===== src/rtl/shc_pkg.sv =====
package shc_pkg;
    localparam int N_GRP      = 16;
    localparam int GRP_SZ     = 8;
    localparam int AMP_W      = 3;
    localparam int TS_W       = 8;
    localparam int GRP_ID_W   = 5;
    localparam int STRIP_ID_W = 4;
    localparam int OVF_W      = 8;
    localparam int N_CH       = N_GRP * GRP_SZ;
    localparam int GSEL_W     = $clog2(N_GRP);
    localparam int SSEL_W     = $clog2(GRP_SZ);
    localparam int DCNT_W     = $clog2(GRP_SZ + 1);

    typedef struct packed {
        logic [AMP_W-1:0] amp;
        logic [TS_W-1:0]  ts;
    } hit_t;

    typedef struct packed {
        logic [GRP_ID_W-1:0]   grp;
        logic [STRIP_ID_W-1:0] strip;
        hit_t                  hit;
    } rec_t;

    // number of base ticks per crossing, minus one
    function automatic logic [1:0] period_limit(input logic [1:0] sel);
        return (sel == 2'd0) ? 2'd0 : (sel == 2'd1) ? 2'd1 : 2'd2;
    endfunction
endpackage


===== src/rtl/shc_bx_counter.sv =====
module shc_bx_counter
    import shc_pkg::*;
(
    input  logic            clk,
    input  logic            rst,
    input  logic            base_tick,
    input  logic [1:0]      period_sel,
    output logic [TS_W-1:0] bx
);
    logic [1:0] div_q;

    always_ff @(posedge clk) begin
        if (rst) begin
            div_q <= '0;
            bx    <= '0;
        end else if (base_tick) begin
            if (div_q >= period_limit(period_sel)) begin
                div_q <= '0;
                bx    <= bx + 1'b1;
            end else begin
                div_q <= div_q + 1'b1;
            end
        end
    end

    a_r2_idle_hold: assert property (@(posedge clk) disable iff (rst)
        !base_tick |=> $stable(bx));
    a_r2_step_one: assert property (@(posedge clk) disable iff (rst)
        base_tick |=> (bx == $past(bx)) || (bx == $past(bx) + 1'b1));
endmodule


===== src/rtl/shc_strip_group.sv =====
module shc_strip_group
    import shc_pkg::*;
(
    input  logic                    clk,
    input  logic                    rst,
    input  logic [GRP_SZ-1:0]       strobe,
    input  logic [GRP_SZ*AMP_W-1:0] amp,
    input  logic [TS_W-1:0]         ts_now,
    input  logic                    clr_en,
    input  logic [SSEL_W-1:0]       clr_idx,
    output logic                    any_pend,
    output logic [SSEL_W-1:0]       low_idx,
    output hit_t                    low_hit,
    output logic [DCNT_W-1:0]       drops
);
    logic [GRP_SZ-1:0] pend;
    hit_t              hits [GRP_SZ];

    for (genvar i = 0; i < GRP_SZ; i++) begin : g_strip
        always_ff @(posedge clk) begin
            if (rst) begin
                pend[i] <= 1'b0;
                hits[i] <= '0;
            end else if (strobe[i] && !pend[i]) begin
                pend[i]     <= 1'b1;
                hits[i].amp <= amp[i*AMP_W +: AMP_W];
                hits[i].ts  <= ts_now;
            end else if (clr_en && clr_idx == SSEL_W'(i)) begin
                pend[i] <= 1'b0;
            end
        end

        a_r7_drop_keeps: assert property (@(posedge clk) disable iff (rst)
            (pend[i] && strobe[i]) |=> $stable(hits[i]));
    end

    always_comb begin
        low_idx = '0;
        for (int i = GRP_SZ - 1; i >= 0; i--) begin
            if (pend[i]) low_idx = SSEL_W'(i);
        end
    end

    always_comb begin
        drops = '0;
        for (int i = 0; i < GRP_SZ; i++) begin
            drops = drops + DCNT_W'(strobe[i] && pend[i]);
        end
    end

    assign any_pend = |pend;
    assign low_hit  = hits[low_idx];

    a_r9_pend_held: assert property (@(posedge clk) disable iff (rst)
        !clr_en |=> ((pend & $past(pend)) == $past(pend)));
endmodule


===== src/rtl/shc_rr_pick.sv =====
module shc_rr_pick
    import shc_pkg::*;
(
    input  logic [N_GRP-1:0]  req,
    input  logic [GSEL_W-1:0] ptr,
    output logic              found,
    output logic [GSEL_W-1:0] gnt
);
    always_comb begin
        found = 1'b0;
        gnt   = '0;
        for (int k = N_GRP - 1; k >= 0; k--) begin
            if (req[(int'(ptr) + k) % N_GRP]) begin
                found = 1'b1;
                gnt   = GSEL_W'((int'(ptr) + k) % N_GRP);
            end
        end
    end
endmodule


===== src/rtl/strip_hit_collector.sv =====
module strip_hit_collector
    import shc_pkg::*;
(
    input  logic                    clk,
    input  logic                    rst,
    input  logic                    base_tick,
    input  logic [1:0]              period_sel,
    input  logic [N_CH-1:0]         hit_strobe,
    input  logic [N_CH*AMP_W-1:0]   hit_amp,
    output logic                    rec_valid,
    input  logic                    rec_ready,
    output logic [GRP_ID_W-1:0]     rec_group,
    output logic [STRIP_ID_W-1:0]   rec_strip,
    output logic [AMP_W-1:0]        rec_amp,
    output logic [TS_W-1:0]         rec_ts,
    output logic [TS_W-1:0]         bx_count,
    output logic [OVF_W-1:0]        drop_count
);
    localparam int SUM_W = $clog2(N_CH + 1);
    localparam int OVF_MAX = (1 << OVF_W) - 1;

    logic [N_GRP-1:0]  any_pend;
    logic [SSEL_W-1:0] low_idx [N_GRP];
    hit_t              low_hit [N_GRP];
    logic [DCNT_W-1:0] drops   [N_GRP];
    logic              busy;
    logic [GSEL_W-1:0] cur_g, ptr, gsel;
    logic              found;
    logic              accept;
    rec_t              rec_q;
    logic [SUM_W-1:0]  drop_sum;

    shc_bx_counter u_bx (
        .clk(clk), .rst(rst), .base_tick(base_tick),
        .period_sel(period_sel), .bx(bx_count)
    );

    assign accept = busy && rec_ready;

    for (genvar g = 0; g < N_GRP; g++) begin : g_grp
        shc_strip_group u_grp (
            .clk(clk), .rst(rst),
            .strobe(hit_strobe[g*GRP_SZ +: GRP_SZ]),
            .amp(hit_amp[g*GRP_SZ*AMP_W +: GRP_SZ*AMP_W]),
            .ts_now(bx_count),
            .clr_en(accept && cur_g == GSEL_W'(g)),
            .clr_idx(rec_q.strip[SSEL_W-1:0]),
            .any_pend(any_pend[g]),
            .low_idx(low_idx[g]),
            .low_hit(low_hit[g]),
            .drops(drops[g])
        );
    end

    shc_rr_pick u_rr (.req(any_pend), .ptr(ptr), .found(found), .gnt(gsel));

    always_comb begin
        drop_sum = '0;
        for (int g = 0; g < N_GRP; g++) drop_sum = drop_sum + SUM_W'(drops[g]);
    end

    always_ff @(posedge clk) begin
        if (rst) begin
            busy  <= 1'b0;
            cur_g <= '0;
            ptr   <= '0;
            rec_q <= '0;
        end else if (busy) begin
            if (rec_ready) begin
                busy <= 1'b0;
                ptr  <= (cur_g == GSEL_W'(N_GRP - 1)) ? '0 : cur_g + 1'b1;
            end
        end else if (found) begin
            busy          <= 1'b1;
            cur_g         <= gsel;
            rec_q.grp     <= GRP_ID_W'(gsel);
            rec_q.strip   <= STRIP_ID_W'(low_idx[gsel]);
            rec_q.hit     <= low_hit[gsel];
        end
    end

    always_ff @(posedge clk) begin
        if (rst) begin
            drop_count <= '0;
        end else if (int'(drop_count) + int'(drop_sum) > OVF_MAX) begin
            drop_count <= OVF_W'(OVF_MAX);
        end else begin
            drop_count <= drop_count + OVF_W'(drop_sum);
        end
    end

    assign rec_valid = busy;
    assign rec_group = rec_q.grp;
    assign rec_strip = rec_q.strip;
    assign rec_amp   = rec_q.hit.amp;
    assign rec_ts    = rec_q.hit.ts;

    a_r9_valid_hold: assert property (@(posedge clk) disable iff (rst)
        (rec_valid && !rec_ready) |=> (rec_valid && $stable(rec_group) &&
            $stable(rec_strip) && $stable(rec_amp) && $stable(rec_ts)));
    a_r8_ovf_sat: assert property (@(posedge clk) disable iff (rst)
        (drop_count == OVF_W'(OVF_MAX)) |=> (drop_count == OVF_W'(OVF_MAX)));
    a_r7_ovf_no_decrease: assert property (@(posedge clk) disable iff (rst)
        1'b1 |=> (drop_count >= $past(drop_count)));
    a_r3_strip_range: assert property (@(posedge clk) disable iff (rst)
        rec_valid |-> (int'(rec_strip) < GRP_SZ && int'(rec_group) < N_GRP));
    a_r10_no_early_valid: assert property (@(posedge clk) disable iff (rst)
        (!rec_valid && any_pend == '0) |=> !rec_valid);
endmodule


===== config.mk =====
export PLATFORM = sky130hd
export DESIGN_NAME = strip_hit_collector
export DESIGN_NICKNAME = d
export VERILOG_FILES = /design/src/rtl/shc_pkg.sv /design/src/rtl/shc_bx_counter.sv /design/src/rtl/shc_strip_group.sv /design/src/rtl/shc_rr_pick.sv /design/src/rtl/strip_hit_collector.sv
export SDC_FILE = /design/constraint.sdc
export NUM_CORES = 2
export LEC_CHECK = 0
export BUFFER_PORTS_ARGS = -buffer_cell sky130_fd_sc_hd__buf_2
export CORE_ASPECT_RATIO = 1.1
export CORE_MARGIN = 2
export CORE_UTILIZATION = 40
export DETAILED_ROUTE_END_ITERATION = 8
export SYNTH_ARGS = -nofsm -noshare
export SYNTH_HDL_FRONTEND = slang
export SYNTH_SLANG_ARGS = --single-unit

===== constraint.sdc =====
create_clock -name clk -period 32.7 [get_ports clk]
set_input_delay 8.175 -clock clk [delete_from_list [all_inputs] [get_ports clk]]
set_output_delay 8.175 -clock clk [all_outputs]
set_load 0.01 [all_outputs]

# After elaboration in Yosys (flattened, before gate mapping)
# Memories as Yosys holds them, arrays and structs flattened.
# Index checks and enable logic that the tools add are counted.
# classes
n_eq_ne,23
n_reduce_logical,694
bitwise_logic,273
n_addsub,147
n_lt_le_gt_ge,19
muxes,1119
# ops
operator,count
two-way mux 8 bit,129
two-way mux 3 bit,258
two-way mux 1 bit,692
logical AND 1 bit,401
adder 4 x 1 -> 4 bit,96
bitwise OR 1 bit,256
nonzero test 2 bit,128
logical NOT 1 bit,128
OR reduction 8 bit,16
< comparator 5 x 6 -> 1 bit (second input constant),15
adder 8 x 4 -> 8 bit,11
two-way mux 4 bit,17
binary-select mux 1 bit (select 4 bit),16
OR reduction 4 bit,15
binary-select mux 11 bit (select 4 bit),1
adder 1 x 1 -> 2 bit,16
adder 4 bit (second input constant),8
== test 4 bit (second input constant),8
two-way mux 11 bit,2
adder 4 x 3 -> 4 bit (second input constant),4
== test 4 x 3 -> 1 bit (second input constant),4
bitwise AND 1 bit (first input constant),15
binary-select mux 3 bit (select 4 bit),1
== test 3 bit (second input constant),4
26 further kinds,34
# totals
ramBits,1408
word_cells,2428
ff_bits,169
memories,16
# mem_list
memory,words,word_bits,rd,rd_clocked_by_memory_dff,wr,line_no,text
g_grp[0].u_grp.hits,8,11,1,0,8,shc_strip_group.sv:17,hit_t hits [GRP_SZ];
g_grp[10].u_grp.hits,8,11,1,0,8,shc_strip_group.sv:17,
g_grp[11].u_grp.hits,8,11,1,0,8,shc_strip_group.sv:17,
g_grp[12].u_grp.hits,8,11,1,0,8,shc_strip_group.sv:17,
g_grp[13].u_grp.hits,8,11,1,0,8,shc_strip_group.sv:17,
g_grp[14].u_grp.hits,8,11,1,0,8,shc_strip_group.sv:17,
+10 memories,--,--,--,--,--,--,

# Logic depth before layout (Yosys ltp)
# logic_depth
depth_word,26
mapped_depth,33
mapped_depth_nobuf,33

# By module
# From an unflattened synthesis, not the netlist that was laid out.
# unflattened
cells_unflattened,7299
hier_area_um2,86980.9
# modules_own_cells
mod,seq_area_each_um2,cells_per_inst,area_per_inst_um2,n_inst
shc_strip_group (g_grp[0].u_grp ...),2802.7,407,4977.3,7
shc_strip_group (g_grp[11].u_grp ...),2802.7,407,4903.5,7
shc_strip_group (g_grp[2].u_grp),2802.7,409,5003.5,1
strip_hit_collector,620.6,471,4983.5,1
shc_strip_group (g_grp[7].u_grp),2802.7,407,4978.5,1
shc_rr_pick,0.0,259,2328.5,1
shc_bx_counter,200.2,55,521.8,1

# Worst setup path before layout
# OpenSTA, ideal clock, no wires.
# synth_path
path_type,input to register
startpoint,input port hit_strobe[72]
endpoint,register drop_count[0]
setup_time_ns,0.135
setup_slack_ns,16.801
required_ns,32.565
path_stages,31
arrival_time_ns,15.764
path_buffers,0
cell_sequence,and2_1 ha_1 inv_1 fa_1 inv_1 fa_1 fa_1 fa_1 xor2_1 fa_1 inv_1 fa_1 fa_1 inv_1 fa_1 inv_1 fa_1 inv_1 fa_1 ha_1 inv_1 fa_1 inv_1 ha_1 inv_1 o21ai_0 a21oi_1 o21bai_1 a21o_1 a21oi_1 a21oi_1
# synth_via
elab_chain_len,18
word_cells_on_any_way,19
cone_classes,16 x add/sub; 1 x order compare; 1 x mux; 1 x reduce/logical
# synth_rtl
item,line_no,text
start: declaration,strip_hit_collector.sv:8,"input logic [N_CH-1:0] hit_strobe,"
logical AND 1 bit *,shc_strip_group.sv:47,drops = drops + DCNT_W'(strobe[i] && pend[i]);
adder 1 x 1 -> 2 bit *,shc_strip_group.sv:47,
adder 4 x 1 -> 4 bit * (6 in a row),shc_strip_group.sv:47,
adder 8 x 4 -> 8 bit * (7 in a row),strip_hit_collector.sv:59,for (int g = 0; g < N_GRP; g++) drop_sum = drop_sum + SUM_W'(drops[g]);
adder 8 x 8 -> 9 bit,strip_hit_collector.sv:85,end else if (int'(drop_count) + int'(drop_sum) > OVF_MAX) begin
greater-than comparator 9 x 8 -> 1 bit,strip_hit_collector.sv:85,
two-way mux 8 bit *,strip_hit_collector.sv:85,
end signal: assignment,strip_hit_collector.sv:86,drop_count <= OVF_W'(OVF_MAX);
end signal: assignment,strip_hit_collector.sv:88,drop_count <= drop_count + OVF_W'(drop_sum);
end: declaration,strip_hit_collector.sv:17,output logic [OVF_W-1:0] drop_count
# Mark *: on every way between the ends. The rest lies on a longest branch, timed or not.
# A chain may end at the register's enable or synchronous reset.

# Worst setup path in the final report
# layout_path
startpoint,input port hit_strobe[112]
endpoint,register drop_count[6]
# layout_via
elab_chain_len,13
word_cells_on_any_way,14
cone_classes,11 x add/sub; 1 x order compare; 1 x mux; 1 x reduce/logical
# layout_rtl
item,line_no
logical AND 1 bit *,shc_strip_group.sv:47
adder 1 x 1 -> 2 bit *,shc_strip_group.sv:47
adder 4 x 1 -> 4 bit * (6 in a row),shc_strip_group.sv:47
adder 8 x 4 -> 8 bit * (2 in a row),strip_hit_collector.sv:59
adder 8 x 8 -> 9 bit,strip_hit_collector.sv:85
greater-than comparator 9 x 8 -> 1 bit,strip_hit_collector.sv:85
two-way mux 8 bit *,strip_hit_collector.sv:85
# Marked as above.

==> flow_summary.yaml <==
worst_setup_path:
  worst_path_fanout_max: 8
  critical_path.most_common_cell: "fa_1"
  endpoint_kind: "flip-flop"
  cp.arrival_ns: 16.73
  worst_path_cell_with_the_longest_stage_delay: "fa_1"
  crit-reg2reg-launch: "g_grp[14].u_grp.pend[1]"
  timing.critical_path.from: "hit_strobe[112]"
  critPathKind: "in2reg"
  crit_required_ns: 33.39
  max_stage_delay_ns: 0.69
  startpoint_type: "primary input"
pwr:
  switching_power_uw: 2556
  ir_drop_v: 0.0003307
  power.combinational.fraction_pct: 39.2
  clock_power_share_pct: 27.0
  power-per-cell-area_nw_per_um2: 77.60
  report.power.total_uw: 7260
  switching_share_pct: 35.20
  power_frac_seq_pct: 33.8
  cellLeakagePower_uw: 0.03670
  internal_power_uw: 4704
yosys:
  asyncSetResetFlopFracSynth_pct: 0
  synth_enable_flop_cells: 1408
  synth_sequential_area_ratio_pct: 55.39
  synth_cell_type_count: 95
  post_synth.cell_area_avg_um2: 12.92
  synth_cells: 6379
  synth_flop_cell: "edfxtp_1"
  synthesized_cell_area_um2: 82450
  ys_warn_count: 0
  ys_seq_elements: 1577
floorplanning:
  initial_utilization_pct: 40.29
  placementRows: 174
  core_area_um2: 204600
  die_w_um: 436.9
  fp.dieH_um: 480.2
  die_area_um2: 209800
  io_pins: 555
sta:
  maxSlewHeadroom_pct: 12.78
  timing.fmax_ghz: 0.06232
  report.final.setup_viol: 0
  period_minus_slack_ns: 16.05
  worst-slew-pin-transition_ns: 1.296
  skew_ns: 0.05521
  post_route_worst_hold_slack_ns: 0.4710
  final_slew_violations: 0
  rsz0062_at_grt: "false"
  period_share_pct: 49.07
  finalHoldViolations: 0
  timing.setup.tns_ns: 0
layout:
  finalNetCount: 7445
  syn_to_final_growth_pct: 13.49
  layout.core_utilization_pct: 45.72
  layout-drive-gt1-share_pct: 21.29
  nFillCells: 18525
place:
  gp_congestion: 0.9445
  hpwlAfterDp_um: 198100
  io_buffer_count: 552
global_route:
  grt_first_pass_wirelength_um: 385100
  globalRouteOverflowTotal: 0
  grtUsageTotal_pct: 25.61
  grt_max_degree: 149
  grt_antenna_before_repair: 49
  grt_pass1_vias: 53023
routing:
  routed-via-count: 53073
  route.final.wire_length_um: 271900
  drcViolationCount: 0
  antenna_violating_nets_post_route: 0
  wl_per_cell_um: 28.28
  drt_pre_antenna_iters: 7
  drt-initial-drc-count: 5186
  routed_via_density: 5.520
cts:
  holdBufCountCts: 0
  post_cts.resized_instances: 0
  clk_path_buf_depth: 3
  cts_setup_buffers: 0
  cts.root.buffer_cell: "clkbuf_16"
  clock_insertion_delay_worst_skew_ns: 0.88
  path_clk_slew_ns: 0.06
  num_cts_buffers: 172
  tritoncts: "done"
  h-tree-depth: 4
  clkSinkCount: 1577
run_status:
  status: "completed"
min_path:
  hold_start: "rec_ts[4]"
  worst_hold_path_type: "reg2reg"
run:
  maxCapViolCount: 0
synth_stat cells (all sizes together) (96+ instances only):
| master | number | area share [%] |
|---|---|---|
| nand2 | 206 | 0.94 |
| o21ai | 316 | 1.9 |
| mux2 | 96 | 1.3 |
| mux4 | 384 | 10 |
| nor2 | 289 | 1.3 |
| nand2b | 264 | 2.0 |
| fa | 117 | 2.8 |
| clkbuf | 428 | 1.9 |
| edfxtp | 1408 | 51 |
| dfxtp | 169 | 4.1 |
| mux2i | 119 | 1.4 |
| nor2b | 138 | 1.0 |
| inv | 198 | 0.90 |
| and2 | 1507 | 11 |
cell families (layout without fill, tap and decap cells):
family          after synthesis  in the layout  share of synthesized area, %
fa+ha+maj                   204            204                         4.161
buf+inv                     674           1162                         3.187
simple gates               2585           2585                         18.20
flops                      1577           1577                         55.39
compound gates              687            687                         5.210
mux                         599            599                         13.26
other cells                   1             20                      0.004548
xor+xnor                     52             52                        0.5888
layout make-up:
type / instances / area, um2 / share of cell area, %
Sequential cell: 1577 / 45700 / 48.84
Inverter: 199 / 747.0 / 0.7984
Clock buffer: 227 / 4663 / 4.984
Timing Repair Buffer: 644 / 3463 / 3.702
Tap cell: 2728 / 3413 / 3.648
Antenna cell: 18 / 45.04 / 0.04814
Multi-Input combinational cell: 4129 / 34600 / 36.98
Clock inverter: 92 / 934.6 / 0.9989
power by group through the flow:
stage | registers (uW) | logic, uW | clock network [uW]
6_report | 2450 | 2850 | 1960
5_1_grt | 2470 | 3200 | 2060
4_1_cts | 2450 | 2860 | 1990
3_5_place_dp | 2490 | 2850 | 0
3_3_place_gp | 2490 | 2850 | 0
2_1_floorplan | 2460 | 2060 | 0
through the flow:
stage / setup slack [ns] / cell area (um2) / cells
after floorplan: 16.80 / 82450 / 6380
after global placement: 16.00 / 87920 / 9277
after detailed placement: 15.88 / 87920 / 9277
after CTS: 16.79 / 93520 / 9596
after global routing: 16.32 / 93540 / 9606
final: 16.65 / 93560 / 9614
metal layers:
metal	vias up	routed length [um]	GRT usage (%)	part of all wire, %
li1	23605	-	-	-
met1	26933	111000	34.01	41
met2	2054	124900	39.78	46
met3	445	20140	5.178	7.4
met4	36	15580	13.32	5.7
met5	-	227	0	0.083
critical path, delay by kind of cell:
kind	cells	cell delay (ns)
xor gates and xnor gates	1	0.17
AOI/OAI and AO/OA	6	1.29
and+or+nand+nor	1	0.15
adders and majority gates	14	6.23
buffers and inverters	10	0.72
layout by cell type, fill, tap and decap left out, types with 42 or more instances in the layout:
cell          n
mux4_2      384
nor2b_1     138
dfxtp_1     160
and2_1     1506
inv_1       198
nand3_1      48
fa_1        117
buf_4        92
ha_1         87
clkbuf_16   174
clkbuf_1     42
nand2b_1    263
mux2_2       92
a21oi_1      92
edfxtp_1   1408
buf_2       551
o21ai_0     312
o211ai_1     73
mux2i_1     118
nand2_1     205
nor2_1      288
worst paths after layout:
path / endpoint / slack, ns / depth (start not counted)
setup / recovery: drop_count[6] / 16.65 / 32
hold / removal: rec_ts[4] / 0.47 / 1
setup reg to reg: drop_count[6] / 23.57 / 31
hold reg to reg: rec_ts[4] / 0.47 / 1
flip-flops by register name, indices dropped and copies added, names as in the netlist:
name	count
g_grp.u_grp.hits	1408
g_grp.u_grp.pend	128
drop_count	8
rec_ts	8
u_bx.bx	8
ptr	4
rec_group	4
rec_amp	3
rec_strip	3
u_bx.div_q	2
rec_valid	1
(Power assumes the default switching activity.)
